[src/rtl/das_pkg.sv]
package das_pkg;

  localparam int DIG_W = 4;

  typedef enum logic {
    SYS_DEC = 1'b0,
    SYS_BIN = 1'b1
  } numsys_e;

  // Decide whether magnitudes are summed (1) or subtracted (0).
  function automatic logic eff_is_add(input logic bin, input logic op_sub,
                                      input logic xs, input logic ys);
    if (bin) return ~(op_sub ^ xs ^ ys);
    return ~op_sub;
  endfunction

  // Nine's complement of one decimal digit.
  function automatic logic [3:0] nines_comp(input logic [3:0] d);
    return 4'd9 - d;
  endfunction

  // Pre-correction bias applied to a decimal digit.
  function automatic logic [3:0] add_six(input logic [3:0] d);
    return d + 4'd6;
  endfunction

  // Removal of the bias for a digit that made no carry.
  function automatic logic [3:0] sub_six(input logic [3:0] d);
    return d - 4'd6;
  endfunction

  // Sign of the result; zero magnitudes from subtraction are never negative.
  function automatic logic result_sign(input logic bin, input logic eff_add,
                                       input logic end_cy, input logic zero,
                                       input logic xs);
    if (!bin)    return 1'b0;
    if (eff_add) return xs;
    if (zero)    return 1'b0;
    return end_cy ? xs : ~xs;
  endfunction

endpackage

[src/rtl/das_opnd_prep.sv]
module das_opnd_prep
  import das_pkg::*;
#(
  parameter int NDIG = 4
) (
  input  logic                    mode_bin,
  input  logic                    eff_sub,
  input  logic [NDIG*DIG_W-1:0]   x_mag,
  input  logic [NDIG*DIG_W-1:0]   y_mag,
  output logic [NDIG*DIG_W-1:0]   a_op,
  output logic [NDIG*DIG_W-1:0]   b_op
);

  for (genvar k = 0; k < NDIG; k++) begin : g_dig
    logic [3:0] xd, yd, yd_dec, yd_bin;

    assign xd     = x_mag[k*DIG_W +: DIG_W];
    assign yd     = y_mag[k*DIG_W +: DIG_W];
    assign yd_bin = eff_sub ? ~yd : yd;
    assign yd_dec = eff_sub ? nines_comp(yd) : yd;

    assign a_op[k*DIG_W +: DIG_W] = mode_bin ? xd : add_six(xd);
    assign b_op[k*DIG_W +: DIG_W] = mode_bin ? yd_bin : yd_dec;
  end

endmodule

[src/rtl/das_prefix_core.sv]
module das_prefix_core
  import das_pkg::*;
#(
  parameter int NDIG = 4
) (
  input  logic [NDIG*DIG_W-1:0] a,
  input  logic [NDIG*DIG_W-1:0] b,
  output logic [NDIG*DIG_W-1:0] sum_c0,
  output logic [NDIG*DIG_W-1:0] sum_c1,
  output logic [NDIG-1:0]       dcy_c0,
  output logic [NDIG-1:0]       dcy_c1
);

  localparam int W    = NDIG * DIG_W;
  localparam int LVLS = $clog2(W);

  wire [W-1:0] g_l [LVLS+1];
  wire [W-1:0] p_l [LVLS+1];
  logic [W-1:0] cy0, cy1;

  assign g_l[0] = a & b;
  assign p_l[0] = a ^ b;

  // Divide-and-conquer prefix: at level l the upper half of each 2^(l+1) block
  // combines with the last bit of the lower half.
  for (genvar l = 0; l < LVLS; l++) begin : g_lvl
    for (genvar i = 0; i < W; i++) begin : g_bit
      if (((i >> l) & 1) == 1) begin : g_merge
        localparam int J = ((i >> l) << l) - 1;
        assign g_l[l+1][i] = g_l[l][i] | (p_l[l][i] & g_l[l][J]);
        assign p_l[l+1][i] = p_l[l][i] & p_l[l][J];
      end else begin : g_pass
        assign g_l[l+1][i] = g_l[l][i];
        assign p_l[l+1][i] = p_l[l][i];
      end
    end
  end

  // Carry out of bit i for carry-in 0 and carry-in 1.
  assign cy0 = g_l[LVLS];
  assign cy1 = g_l[LVLS] | p_l[LVLS];

  assign sum_c0 = p_l[0] ^ {cy0[W-2:0], 1'b0};
  assign sum_c1 = p_l[0] ^ {cy1[W-2:0], 1'b1};

  for (genvar k = 0; k < NDIG; k++) begin : g_dcy
    assign dcy_c0[k] = cy0[k*DIG_W + DIG_W - 1];
    assign dcy_c1[k] = cy1[k*DIG_W + DIG_W - 1];
  end

endmodule

[src/rtl/das_result_fix.sv]
module das_result_fix
  import das_pkg::*;
#(
  parameter int NDIG = 4
) (
  input  logic                  mode_bin,
  input  logic                  eff_sub,
  input  logic [NDIG*DIG_W-1:0] sum_c0,
  input  logic [NDIG*DIG_W-1:0] sum_c1,
  input  logic [NDIG-1:0]       dcy_c0,
  input  logic [NDIG-1:0]       dcy_c1,
  output logic [NDIG*DIG_W-1:0] mag
);

  localparam int W = NDIG * DIG_W;

  logic          use_inc;   // end-around carry present: take the +1 sum
  logic          invert;    // subtraction without carry: complement result
  logic [W-1:0]  sel_sum;
  logic [NDIG-1:0] sel_dcy;
  logic [W-1:0]  bin_mag;
  logic [W-1:0]  dec_mag;

  assign use_inc = eff_sub & dcy_c0[NDIG-1];
  assign invert  = eff_sub & ~dcy_c0[NDIG-1];
  assign sel_sum = use_inc ? sum_c1 : sum_c0;
  assign sel_dcy = use_inc ? dcy_c1 : dcy_c0;
  assign bin_mag = invert ? ~sel_sum : sel_sum;

  for (genvar k = 0; k < NDIG; k++) begin : g_dig
    logic [3:0] raw, unbiased;
    assign raw      = sel_sum[k*DIG_W +: DIG_W];
    assign unbiased = sel_dcy[k] ? raw : sub_six(raw);
    assign dec_mag[k*DIG_W +: DIG_W] = invert ? nines_comp(unbiased) : unbiased;
  end

  assign mag = mode_bin ? bin_mag : dec_mag;

endmodule

[src/rtl/dual_addsub.sv]
module dual_addsub
  import das_pkg::*;
#(
  parameter int NDIG = 4
) (
  input  logic                  mode_bin,
  input  logic                  op_sub,
  input  logic                  x_sign,
  input  logic [NDIG*DIG_W-1:0] x_mag,
  input  logic                  y_sign,
  input  logic [NDIG*DIG_W-1:0] y_mag,
  output logic [NDIG*DIG_W-1:0] r_mag,
  output logic                  r_sign,
  output logic                  eff_add
);

  localparam int W = NDIG * DIG_W;

  logic            eff_sub;
  logic            end_carry;
  logic            mag_zero;
  logic [W-1:0]    a_op, b_op;
  logic [W-1:0]    sum_c0, sum_c1;
  logic [NDIG-1:0] dcy_c0, dcy_c1;

  assign eff_add = eff_is_add(mode_bin, op_sub, x_sign, y_sign);
  assign eff_sub = ~eff_add;

  das_opnd_prep #(.NDIG(NDIG)) u_prep (
    .mode_bin (mode_bin),
    .eff_sub  (eff_sub),
    .x_mag    (x_mag),
    .y_mag    (y_mag),
    .a_op     (a_op),
    .b_op     (b_op)
  );

  das_prefix_core #(.NDIG(NDIG)) u_core (
    .a      (a_op),
    .b      (b_op),
    .sum_c0 (sum_c0),
    .sum_c1 (sum_c1),
    .dcy_c0 (dcy_c0),
    .dcy_c1 (dcy_c1)
  );

  das_result_fix #(.NDIG(NDIG)) u_fix (
    .mode_bin (mode_bin),
    .eff_sub  (eff_sub),
    .sum_c0   (sum_c0),
    .sum_c1   (sum_c1),
    .dcy_c0   (dcy_c0),
    .dcy_c1   (dcy_c1),
    .mag      (r_mag)
  );

  assign end_carry = dcy_c0[NDIG-1];
  assign mag_zero  = ~|r_mag;
  assign r_sign    = result_sign(mode_bin, eff_add, end_carry, mag_zero, x_sign);

endmodule

[config.mk]
export PLATFORM = sky130hd
export DESIGN_NAME = dual_addsub
export DESIGN_NICKNAME = d
export VERILOG_FILES = /design/src/rtl/das_pkg.sv /design/src/rtl/das_opnd_prep.sv /design/src/rtl/das_prefix_core.sv /design/src/rtl/das_result_fix.sv /design/src/rtl/dual_addsub.sv
export SDC_FILE = /design/constraint.sdc
export NUM_CORES = 1
export LEC_CHECK = 0
export BUFFER_PORTS_ARGS = -buffer_cell sky130_fd_sc_hd__buf_2
export CAP_MARGIN = 30
export CORE_MARGIN = 4
export CORE_UTILIZATION = 63
export DETAILED_ROUTE_END_ITERATION = 16
export PLACE_DENSITY = 0.91
export SYNTH_ARGS = -nofsm -noshare
export SYNTH_HDL_FRONTEND = slang
export SYNTH_SLANG_ARGS = --single-unit
[constraint.sdc]
create_clock -name vclk -period 12.1
set_input_delay 1.21 -clock vclk [all_inputs]
set_output_delay 1.21 -clock vclk [all_outputs]
set_load 0.01 [all_outputs]
-- After elaboration in Yosys (flattened, before gate mapping)
Cells that the tools add are included.
- add/sub/neg operators: 16
- multiplexer cells: 43
- bitwise gates (word level): 115
- reduce and logical (&&, ||, !) cells: 1
- operator list (kind ; count):
    4-bit 2-to-1 mux ; 25
    1-bit bitwise AND ; 66
    16-bit 2-to-1 mux ; 3
    16-bit XOR ; 3
    1-bit OR ; 32
    4-bit subtractor, first input constant ; 8
    4-bit by 3-bit adder with 4-bit output, second input constant ; 4
    16-bit bitwise AND ; 1
    16-bit NOT ; 1
    4-bit NOT ; 4
    16-bit OR ; 1
    16-bit OR reduction ; 1
    4-bit by 3-bit subtractor with 4-bit output, second input constant ; 4
    1-bit 2-to-1 mux ; 15
    1-bit NOT ; 5
    1-bit XOR ; 2
- register bits after elaboration: 0
- output and inout port bits: 18
- word-level logic and storage cells: 175

-- Longest topological paths before layout
Gate-level depths: netlist of the first run.
- depth after elaboration: 31
- mapped depth: 30
- gate-level depth less buffers: 27

-- By module
From an unflattened synthesis of the first run, not the netlist that was laid out.
- cells, all modules: 414
- area total of the unflattened synthesis: 3052.9 um2
- by module, submodules not included (module ; instances ; cells each ; area an instance (um2) ; seq. area each (um2)):
    das_result_fix ; 1 ; 183 ; 1239.9 ; 0.0
    das_prefix_core ; 1 ; 134 ; 1096.1 ; 0.0
    das_opnd_prep ; 1 ; 82 ; 629.4 ; 0.0
    dual_addsub ; 1 ; 15 ; 87.6 ; 0.0

-- Worst setup path after synthesis of the first run
OpenSTA, ideal clock, no wires.
- kind: in2out
- start: input y_sign
- end: output r_sign
- arrival time: 6.843 ns
- required time: 10.890 ns
- path slack: 4.047 ns
- stages: 26
- path buffers: 2
- cell sequence: xnor2_1 > o21ai_0 > nand2_4 > inv_4 > clkbuf_1 > clkbuf_1 > xnor2_1 > ha_1 > inv_1 > fa_1 > nand2b_1 > a211oi_4 > o21ai_2 > a211oi_1 > a31oi_1 > xnor2_1 > ha_1 > mux2i_1 > ha_1 > and3_1 > o21ai_0 > a2111oi_0 > a211oi_1 > xnor2_1 > nor4_1 > a31oi_1
- elaborated cells on any way between the ends: 154
- RTL lines (what ; line ; text):
    start, declared ; dual_addsub.sv:10 ; input logic y_sign,
    1-bit XOR (*) ; das_pkg.sv:13 ; if (bin) return ~(op_sub ^ xs ^ ys);
    1-bit NOT (*) ; das_pkg.sv:13 ;
    1-bit 2-to-1 mux (*) ; das_pkg.sv:13 ;
    1-bit 2-to-1 mux (*) ; das_pkg.sv:14 ; return ~op_sub;
    via eff_add ; dual_addsub.sv:14 ; output logic eff_add
    4-bit 2-to-1 mux, on equally long branches ; das_opnd_prep.sv:20, das_opnd_prep.sv:19 ;
    4-bit 2-to-1 mux ; das_opnd_prep.sv:23 ; assign b_op[k*DIG_W +: DIG_W] = mode_bin ? yd_bin : yd_dec;
    16-bit XOR or 16-bit bitwise AND (tied branches) ; das_prefix_core.sv:22, das_prefix_core.sv:21 ;
    (+14 left out) ; - ;
    16-bit 2-to-1 mux (*) ; das_result_fix.sv:37 ; assign mag = mode_bin ? bin_mag : dec_mag;
    via r_mag[7] ; dual_addsub.sv:12 ; output logic [NDIG*DIG_W-1:0] r_mag,
    16-bit OR reduction (*) ; dual_addsub.sv:58 ; assign mag_zero = ~|r_mag;
    1-bit 2-to-1 mux (2 in series) ; das_pkg.sv:38 ; if (zero) return 1'b0;
    1-bit 2-to-1 mux ; das_pkg.sv:37 ; if (eff_add) return xs;
    1-bit 2-to-1 mux (*) ; das_pkg.sv:39 ; return end_cy ? xs : ~xs;
    1-bit 2-to-1 mux (*) ; das_pkg.sv:38 ;
    1-bit 2-to-1 mux (*) ; das_pkg.sv:37 ;
    end, declared ; dual_addsub.sv:13 ; output logic r_sign,
The timed path passes the listed nets; every way through them passes the cells marked *. The select of a mux whose other input is x is not followed.

-- Worst setup path in the final report of the first run
- start: input mode_bin
- end: output r_sign
- longest elaborated chain between the ends: 28
- elaborated cells on any way between the ends: 156
- ends and longest elaborated chain (what ; line ; text):
    start, declared ; dual_addsub.sv:6 ; input logic mode_bin,
    1-bit 2-to-1 mux ; das_pkg.sv:13 ;
    1-bit 2-to-1 mux ; das_pkg.sv:14 ;
    4-bit 2-to-1 mux, on equally long branches ; das_opnd_prep.sv:20, das_opnd_prep.sv:19 ;
    4-bit 2-to-1 mux ; das_opnd_prep.sv:23 ;
    16-bit XOR or 16-bit bitwise AND (tied branches) ; das_prefix_core.sv:22, das_prefix_core.sv:21 ;
    1-bit bitwise AND ; das_prefix_core.sv:30 ; assign g_l[l+1][i] = g_l[l][i] | (p_l[l][i] & g_l[l][J]);
    1-bit OR ; das_prefix_core.sv:30 ;
    1-bit bitwise AND ; das_prefix_core.sv:30 ;
    (+11 left out) ; - ;
    4-bit 2-to-1 mux ; das_result_fix.sv:34 ; assign dec_mag[k*DIG_W +: DIG_W] = invert ? nines_comp(unbiased) : unbiased;
    16-bit 2-to-1 mux ; das_result_fix.sv:37 ;
    16-bit OR reduction ; dual_addsub.sv:58 ;
    1-bit 2-to-1 mux (2 in series) ; das_pkg.sv:38 ;
    1-bit 2-to-1 mux ; das_pkg.sv:37 ;
    1-bit 2-to-1 mux ; das_pkg.sv:39 ;
    1-bit 2-to-1 mux ; das_pkg.sv:38 ;
    1-bit 2-to-1 mux (*) ; das_pkg.sv:37 ;
Mark *: on every way between the ends. The rest lies on a longest branch, timed or not. The select of a mux whose other input is x is not followed.

==> results of run 1 <==
-- kinds of logic after synthesis --
logic type               count (synthesis)  share of synthesized area [%]
XOR/XNOR                                53                           19.5
AO/OA/AOI/OAI                          110                           30.5
AND/OR/NAND/NOR                         91                           17.5
buffers and inverters                   46                           7.19
multiplexers                            13                           5.37
adder cells (fa/ha/maj)                 37                           19.9
-- worst min-delay path: stages --
cell and delay [ns]:
buf_2 0.10, xnor2_1 0.11, nand2_1 0.08, a31oi_1 0.04
buf_2 0.13
-- synth_stat cells, types with 10 or more instances --
| library cell | n | share of area [%] |
|---|---|---|
| inv_1 | 30 | 4.6 |
| mux2i_1 | 11 | 4.5 |
| nor3_1 | 12 | 2.4 |
| clkbuf_1 | 10 | 1.5 |
| a21oi_1 | 24 | 4.9 |
| xnor2_1 | 37 | 13 |
| nand2_1 | 29 | 4.4 |
| ha_1 | 33 | 17 |
| nor2_1 | 25 | 3.8 |
| o21ai_0 | 28 | 5.7 |
| xor2_1 | 15 | 5.3 |
-- cell type report --
class                      count  area [um^2]  area share (%)
inverter                      32          123            4.44
timing repair buffer          56          285            10.3
multi-input combinational    304         2290            83.1
tap                           48         60.1            2.17
-- final timing paths --
check,to,cells past startpoint,start
worst min-delay path,r_sign,5,x_sign
worst max-delay path,r_sign,27,mode_bin
-- stage by stage --
step / power, W / setup WS [ns] / area [um^2]
6_report: 0.000485 / 2.82 / 2760
4_1_cts: 0.000477 / 2.93 / 2760
3_3_place_gp: 0.000458 / 3.26 / 2760
3_5_place_dp: 0.000476 / 2.98 / 2760
5_1_grt: 0.000535 / 2.24 / 2760
2_1_floorplan: 0.000356 / 4.05 / 2470
-- metal layers --
| metal | track usage, % | wire (um) | vias up |
|---|---|---|---|
| met2 | 45.5 | 3110 | 140 |
| li1 | - | - | 1346 |
| met1 | 36.0 | 2800 | 1243 |
| met3 | 2.98 | 593 | 26 |
| met5 | 0 | 0 | - |
| met4 | 6.89 | 196 | 0 |
-- power by group through the flow --
stage               Clock (W)  Sequential, W  Combinational, W
floorplan                   0              0          0.000356
global placement            0              0          0.000458
detailed placement          0              0          0.000476
CTS                         0              0          0.000477
global route                0              0          0.000535
finish                      0              0          0.000485
==> results by group, run 1 <==
Timing
  – Slew Viols, Final: 0
  – Rel. slew slack: 46.1%
  – Unrepaired setup endpoints after global routing: false
  – Crit share post-route: between 70% and 80%
  – Maximum clock frequency: 108 MHz
  – Hold WS: 2.89 ns
  – Crit path time final: roughly 9.3 ns
  – Setup TNS Final: 0 ns
  – Worst slew pin tran: roughly 0.81 ns
  – Final setup viols: 0
  – Hold Vio Cnt, Final: 0

Global routing
  – Largest net degree at the start of global routing: about 40
  – Grt ovf: 0
  – Vias in the first global route: 2,564
  – Antenna violations before repair: 0
  – First-pass GRT wire length: about 11,000 um
  – Gr usage total: around 27%

Setup path
  – Top cell by count, worst path: xnor2_1
  – CP endpoint kind: output pin
  – Slowest stage delay, CP: ~0.54 ns
  – Crit path buf inv count: 6
  – Worst EP required: approximately 11 ns
  – Worst EP arrival: 8.07 ns
  – Slowest-stage cell, CP: buf_2
  – Delay-heaviest family, CP: simple AND/OR/NAND/NOR gates
  – Crit path max fanout: 40
  – Type of origin of the critical path: input pin
  – CP Class: input pin to output pin

Layout
  – # nets final: approximately 470
  – Most common cell after layout, fill and taps aside: buf_2
  – Register area: 0 um^2
  – Fill cells: around 330
  – Clock buf count: 0
  – FFs & Latches: 0
  – ANT cells: 0
  – Area Overhead vs Synth: 11.7%
  – Final core utilization: between 70 and 80%
  – Non-Filler Instances: between 400 and 500
  – Layout cells sized above 1: 18.1%
  – Most frequent cells in the layout: buf_2 (54), xnor2_1 (37), ha_1 (33), inv_1 (30), nand2_1 (29)

Routing
  – Via count: 2,755
  – Drt wl/cell: approximately 15 um
  – Post-route ant nets: 0
  – Routed WL: ~6700 um
  – Starting DRT DRC Count: about 270
  – DR DRC count: 0
  – Routed vias/inst: ~6.3
  – Initial DRT Pass Iterations: 6

Floorplan
  – Core area: 0.00372 mm^2
  – Site row count: 22
  – Die H: ~71 um
  – Die Footprint: between 0.004 and 0.005 mm^2
  – Starting Density: between 60% and 70%
  – Die W: 70.6 um
  – IO Pins: between 50 and 60

Placed design
  – Dpl hpwl: 5460 um
  – Dpl cells: between 400 and 500
  – Number of port buffers: between 50 and 60
  – Gpl congestion: 0.960

CTS
  – Post-CTS Setup Repair Bufs: 0
  – Hold_buf cts: 0
  – PostCTS Resize Cnt: 0

Pwr
  – P per Cell Area: 176 mW/mm^2
  – Max rail drop VDD: between 0.1 and 0.15 mV
  – Leakage: about 1.3 nW
  – Reg power frac: 0%
  – Sw Ratio: about 58%
  – Combinational share of power: 100.0%
  – Sw power: about 0.00028 W
  – Cell-internal power: approximately 0.00021 W
  – Clock Power Share: 0%

Logic synthesis
  – Post-Syn Instances: 350
  – Yosys warns: 0
  – Syn_area_per_cell: about 7.1 um^2
  – Cell area after synthesis: approximately 0.0025 mm^2
  – Sequential fraction of the synthesis area: 0%
  – Mapped Nets: roughly 420
  – Yosys cell types: 62

Job
  – Max_cap viols: 0

Status
  – Outcome: finished, final reports clean

Worst hold path
  – Type of the tightest min-delay check: input pin to output pin
Note: power is estimated with default switching activity, not from simulation.
==> run 2: changes to the inputs <==
--- a/config.mk
+++ b/config.mk
@@ -8,9 +8,9 @@
 export BUFFER_PORTS_ARGS = -buffer_cell sky130_fd_sc_hd__buf_2
 export CAP_MARGIN = 30
 export CORE_MARGIN = 4
-export CORE_UTILIZATION = 63
+export CORE_UTILIZATION = 59
 export DETAILED_ROUTE_END_ITERATION = 16
-export PLACE_DENSITY = 0.91
+export PLACE_DENSITY = 0.86
 export SYNTH_ARGS = -nofsm -noshare
 export SYNTH_HDL_FRONTEND = slang
 export SYNTH_SLANG_ARGS = --single-unit
==> constraint.sdc (replaced) <==
create_clock -name vclk -period 9.5
set_input_delay 0.95 -clock vclk [all_inputs]
set_output_delay 0.95 -clock vclk [all_outputs]
set_load 0.01 [all_outputs]
==> results by group, run 2 (synthesis results as in run 1) <==
Setup path
  – CP Class: input pin to output pin
  – Type of origin of the critical path: input pin
  – Worst EP arrival: 7.21 ns (-0.86 ns)
  – Crit path max fanout: 26 (-35%)
  – Worst EP required: 8.55 ns (-2.34 ns)
  – CP endpoint kind: output pin
  – CP Launch Point: x_sign

Pwr
  – P per Cell Area: 221 mW/mm^2 (+26%)
  – Max rail drop VDD: 0.128 mV (-2.5%)
  – Leakage: 1.32 nW (+1.1%)

Placed design
  – Number of port buffers: 54 (unchanged)
  – Dpl hpwl: 5580 um (+2.2%)
  – Dpl cells: 445 (+1.1%)
  – Gpl congestion: 0.945 (-1.6%)

Layout
  – Fill cells: 371 (+13%)
  – FFs & Latches: 0 (unchanged)
  – # nets final: 470 (+0.64%)
  – Most common cell after layout, fill and taps aside: buf_2
  – Most frequent cells in the layout: buf_2 (54), xnor2_1 (37), ha_1 (33), inv_1 (30), nand2_1 (29)
  – Layout cells sized above 1: 18.7% (+0.62 points)
  – ANT cells: 0 (unchanged)
  – Non-Filler Instances: 445 (+1.1%)
  – Area Overhead vs Synth: 12.8%
  – Clock buf count: 0 (unchanged)
  – Register area: 0 um^2 (unchanged)

Timing
  – Slew Viols, Final: 0 (unchanged)
  – Unrepaired setup endpoints after global routing: false
  – Hold Vio Cnt, Final: 0 (unchanged)
  – Setup TNS Final: 0 ns (unchanged)
  – Crit share post-route: a little under nine tenths
  – Worst slew pin tran: 0.625 ns (-0.180 ns)
  – Rel. slew slack: 57.2% (+11 points)
  – Final setup viols: 0 (unchanged)
  – Crit path time final: 8.16 ns
  – Maximum clock frequency: 123 MHz

Global routing
  – Met2 usage: 46.2% (+0.66 points)
  – Largest net degree at the start of global routing: 40 (-2.4%)
  – Grt ovf: 0 (unchanged)
  – Vias in the first global route: 2,647 (+3.2%)
  – First-pass GRT wire length: 11,600 um (+1.6%)
  – Gr usage total: 26.5% (-0.23 points)
  – Met1 usage: 35.2% (-0.76 points)
  – Met3 Use GR: 1.24% (-1.7 points)
  – Antenna violations before repair: 0 (unchanged)
  – Busiest grt layer: met2

Routing
  – Initial DRT Pass Iterations: 4 (-2)
  – Via count: 2,757 (+0.073%)
  – Routed vias/inst: 6.20 (-1.1%)
  – Routed WL: 6890 um (+2.7%)
  – DR DRC count: 0 (unchanged)
  – Starting DRT DRC Count: 165 (-40%)
  – Post-route ant nets: 0 (unchanged)
  – Drt wl/cell: 15.5 um (+1.6%)

Floorplan
  – Die H: 72.7 um (+3.0%)
  – Core area: 0.00403 mm^2 (+8.4%)
  – Starting Density: 61.3% (-5.2 points)
  – Site row count: 23 (+4.5%)
  – Die W: 72.7 um (+3.0%)
  – Die Footprint: 0.00529 mm^2 (+6.0%)
  – IO Pins: 54 (unchanged)

Worst hold path
  – Worst hold start: x_sign
  – Type of the tightest min-delay check: input pin to output pin

CTS
  – PostCTS Resize Cnt: 0 (unchanged)
  – Post-CTS Setup Repair Bufs: 0 (unchanged)
  – Hold_buf cts: 0 (unchanged)

Job
  – Max_cap viols: 0 (unchanged)

Status
  – Outcome: finished, final reports clean
-- run 2: worst max-delay path, stage by stage --
cell       delay [ns]
buf_2            0.12
xnor2_1          0.14
or3_4            0.35
nand2_4          0.22
inv_4            0.18
nor2_1           0.51
xnor2_1          0.22
inv_1            0.09
fa_1             0.45
nand2b_1         0.21
a211oi_4         0.30
o21ai_2          0.18
a211oi_1         0.51
a31oi_1          0.18
xnor2_1          0.34
ha_1             0.31
mux2i_1          0.13
ha_1             0.18
and3_1           0.14
o21ai_0          0.12
a2111oi_0        0.47
a211oi_1         0.11
xnor2_1          0.18
nor4_1           0.32
a31oi_1          0.13
buf_2            0.17
-- run 2: worst paths after layout --
check | endpoint | slack (ns) | cells past startpoint
max | r_sign | 1.34 | 26
min | r_sign | 2.33 | 5
-- run 2: through the flow --
step | setup slack, ns | util [%] | area (um^2) | hold slack [ns] | total power [W]
final | 1.34 | 69.2 | 2790 | 2.33 | 0.000617
after global routing | 0.882 | 69.2 | 2790 | 2.35 | 0.000684
after CTS | 1.46 | 69.2 | 2790 | 2.32 | 0.000610
after detailed placement | 1.46 | 69.2 | 2790 | 2.32 | 0.000607
after global placement | 1.80 | 69.2 | 2790 | 2.29 | 0.000597
after floorplan | 1.97 | - | 2470 | 2.06 | 0.000454
-- run 2: layout make-up --
class              count  area [um^2]  area share [%]
multi-input cells    304         2290            82.3
well taps             50         62.6            2.25
inverters             32          123            4.40
repair buffers        59          308            11.0
-- run 2: metal layers --
| layer | vias to the layer above | wire length (um) | share of wire (%) |
|---|---|---|---|
| met4 | 0 | 203 | 2.9 |
| met2 | 124 | 3330 | 48 |
| met1 | 1260 | 2840 | 41 |
| met3 | 18 | 516 | 7.5 |
| li1 | 1355 | - | - |
| met5 | - | 0 | 0 |
-- run 2: where the power goes --
| part | total (W) | switching, W | internal [W] | leakage, nW |
|---|---|---|---|---|
| clock | 0 | 0 | 0 | 0 |
| combinational | 0.000617 | 0.000355 | 0.000262 | 1.32 |
| sequential | 0 | 0 | 0 | 0 |
| total | 0.000617 | 0.000355 | 0.000262 | 1.32 |
==> run 3: changes to the inputs <==
--- a/config.mk
+++ b/config.mk
@@ -7,6 +7,7 @@
 export LEC_CHECK = 0
 export BUFFER_PORTS_ARGS = -buffer_cell sky130_fd_sc_hd__buf_2
 export CAP_MARGIN = 30
+export CORE_ASPECT_RATIO = 0.7
 export CORE_MARGIN = 4
 export CORE_UTILIZATION = 59
 export DETAILED_ROUTE_END_ITERATION = 16
==> results by group, run 3 (synthesis results as in run 1) <==
Layout
  – Layout cells sized above 1: 18.1% (-0.62 points)
  – # nets final: 467 (-0.64%)
  – Register area: 0 um^2 (unchanged)
  – ANT cells: 0 (unchanged)
  – Most common cell after layout, fill and taps aside: buf_2
  – Fill cells: 355 (-4.3%)
  – Area Overhead vs Synth: 11.9%
  – FFs & Latches: 0 (unchanged)
  – Non-Filler Instances: 444 (-0.22%)
  – Most frequent cells in the layout: buf_2 (54), xnor2_1 (37), ha_1 (33), inv_1 (30), nand2_1 (29)
  – Clock buf count: 0 (unchanged)
  – Area of the multi-input gates: 0.00229 mm^2 (unchanged)

Timing
  – Final setup viols: 0 (unchanged)
  – Crit path time final: 8.91 ns (+0.754 ns)
  – Setup TNS Final: 0 ns (unchanged)
  – Rel. slew slack: 44.9% (-12 points)
  – Unrepaired setup endpoints after global routing: false
  – Slew Viols, Final: 0 (unchanged)
  – Crit share post-route: 93.8% (+7.9 points)
  – Hold Vio Cnt, Final: 0 (unchanged)
  – Maximum clock frequency: 112 MHz (-8.5%)
  – Worst slew pin tran: 0.823 ns (+0.198 ns)

Setup path
  – Delay-heaviest family, CP: simple AND/OR/NAND/NOR gates
  – Type of origin of the critical path: input pin
  – CP Class: input pin to output pin
  – Slowest-stage cell, CP: buf_2
  – Worst EP required: 8.55 ns (about the same)
  – Worst EP arrival: 7.96 ns (+0.75 ns)
  – Worst setup path end: r_sign
  – CP Depth: 27 (+3.8%)
  – Crit path max fanout: 40 (+54%)
  – Slowest stage delay, CP: 0.56 ns (+0.05 ns)
  – CP endpoint kind: output pin
  – CP Launch Point: mode_bin
  – Crit path buf inv count: 6 (+2)

Status
  – Outcome: finished, final reports clean

Placed design
  – Dpl hpwl: 5700 um (+2.1%)
  – Gpl congestion: 0.936 (-0.88%)
  – Number of port buffers: 54 (unchanged)
  – Dpl cells: 444 (-0.22%)

Floorplan
  – Die H: 62.1 um (-15%)
  – IO Pins: 54 (unchanged)
  – Core area: 0.00397 mm^2 (-1.5%)
  – Site row count: 19 (-17%)
  – Starting Density: 62.2% (+0.91 points)
  – Die W: 85.4 um (+17%)
  – Die Footprint: 0.00530 mm^2 (+0.31%)

Routing
  – Metal3 WL: 662 um (+28%)
  – DR DRC count: 0 (unchanged)
  – Initial DRT Pass Iterations: 4 (unchanged)
  – Starting DRT DRC Count: 248 (+50%)
  – DR top layer: met4
  – Post-route ant nets: 0 (unchanged)
  – Post-Route M1 WL: 3060 um (+7.8%)
  – Drt wl/cell: 15.8 um (+2.4%)
  – Routed vias/inst: 6.14 (-0.90%)
  – Via count: 2,726 (-1.1%)
  – Routed WL: 7040 um (+2.2%)
  – Metal2 WL: 3240 um (-2.6%)

Pwr
  – Max rail drop VDD: 0.146 mV (+14%)
  – Pwr Total: 0.000619 W (+0.40%)
  – P per Cell Area: 224 mW/mm^2 (+1.1%)
  – Leakage: 1.31 nW (-1.1%)

CTS
  – Hold_buf cts: 0 (unchanged)
  – Post-CTS Setup Repair Bufs: 0 (unchanged)
  – PostCTS Resize Cnt: 0 (unchanged)

Global routing
  – Vias in the first global route: 2,638 (-0.34%)
  – Largest net degree at the start of global routing: 41 (+2.5%)
  – Antenna violations before repair: 0 (unchanged)
  – First-pass GRT wire length: 11,800 um (+2.0%)
  – Grt ovf: 0 (unchanged)
  – Gr usage total: 25.9% (-0.62 points)

Worst hold path
  – Hold depth: 5 (unchanged)
  – Type of the tightest min-delay check: input pin to output pin

Job
  – Max_cap viols: 0 (unchanged)
==> run 3: report_power, final <==
group / total, W / internal, W / switching [W]
Combinational: 0.000619 / 0.000261 / 0.000358
Sequential: 0 / 0 / 0
Clock: 0 / 0 / 0
Total: 0.000619 / 0.000261 / 0.000358
==> run 3: cell type report <==
cell class	instances	area share (%)
repair buffers	56	10.3
well taps	52	2.35
inverters	32	4.43
multi-input cells	304	82.9
==> run 3: routing by layer <==
metal,GRT usage [%],vias to the layer above
met5,0,-
met4,4.15,0
met3,2.11,10
met2,44.1,127
met1,36.0,1246
li1,-,1343
==> run 3: worst min path at each step <==
| stage | from | end |
|---|---|---|
| after floorplan | x_sign | r_sign |
| after global placement | x_sign | r_sign |
| after detailed placement | x_sign | r_sign |
| after CTS | x_sign | r_sign |
| after global routing | x_sign | r_sign |
| final | x_sign | r_sign |
==> run 3: through the flow <==
step                      hold slack [ns]  util [%]  cell area, um^2  setup slack [ns]
after floorplan                      2.06         -             2470              1.97
after global placement               2.33      69.7             2770              1.15
after detailed placement             2.33      69.7             2770             0.716
after CTS                            2.33      69.7             2770             0.708
after global routing                 2.36      69.7             2770            0.0443
final                                2.33      69.7             2770             0.586
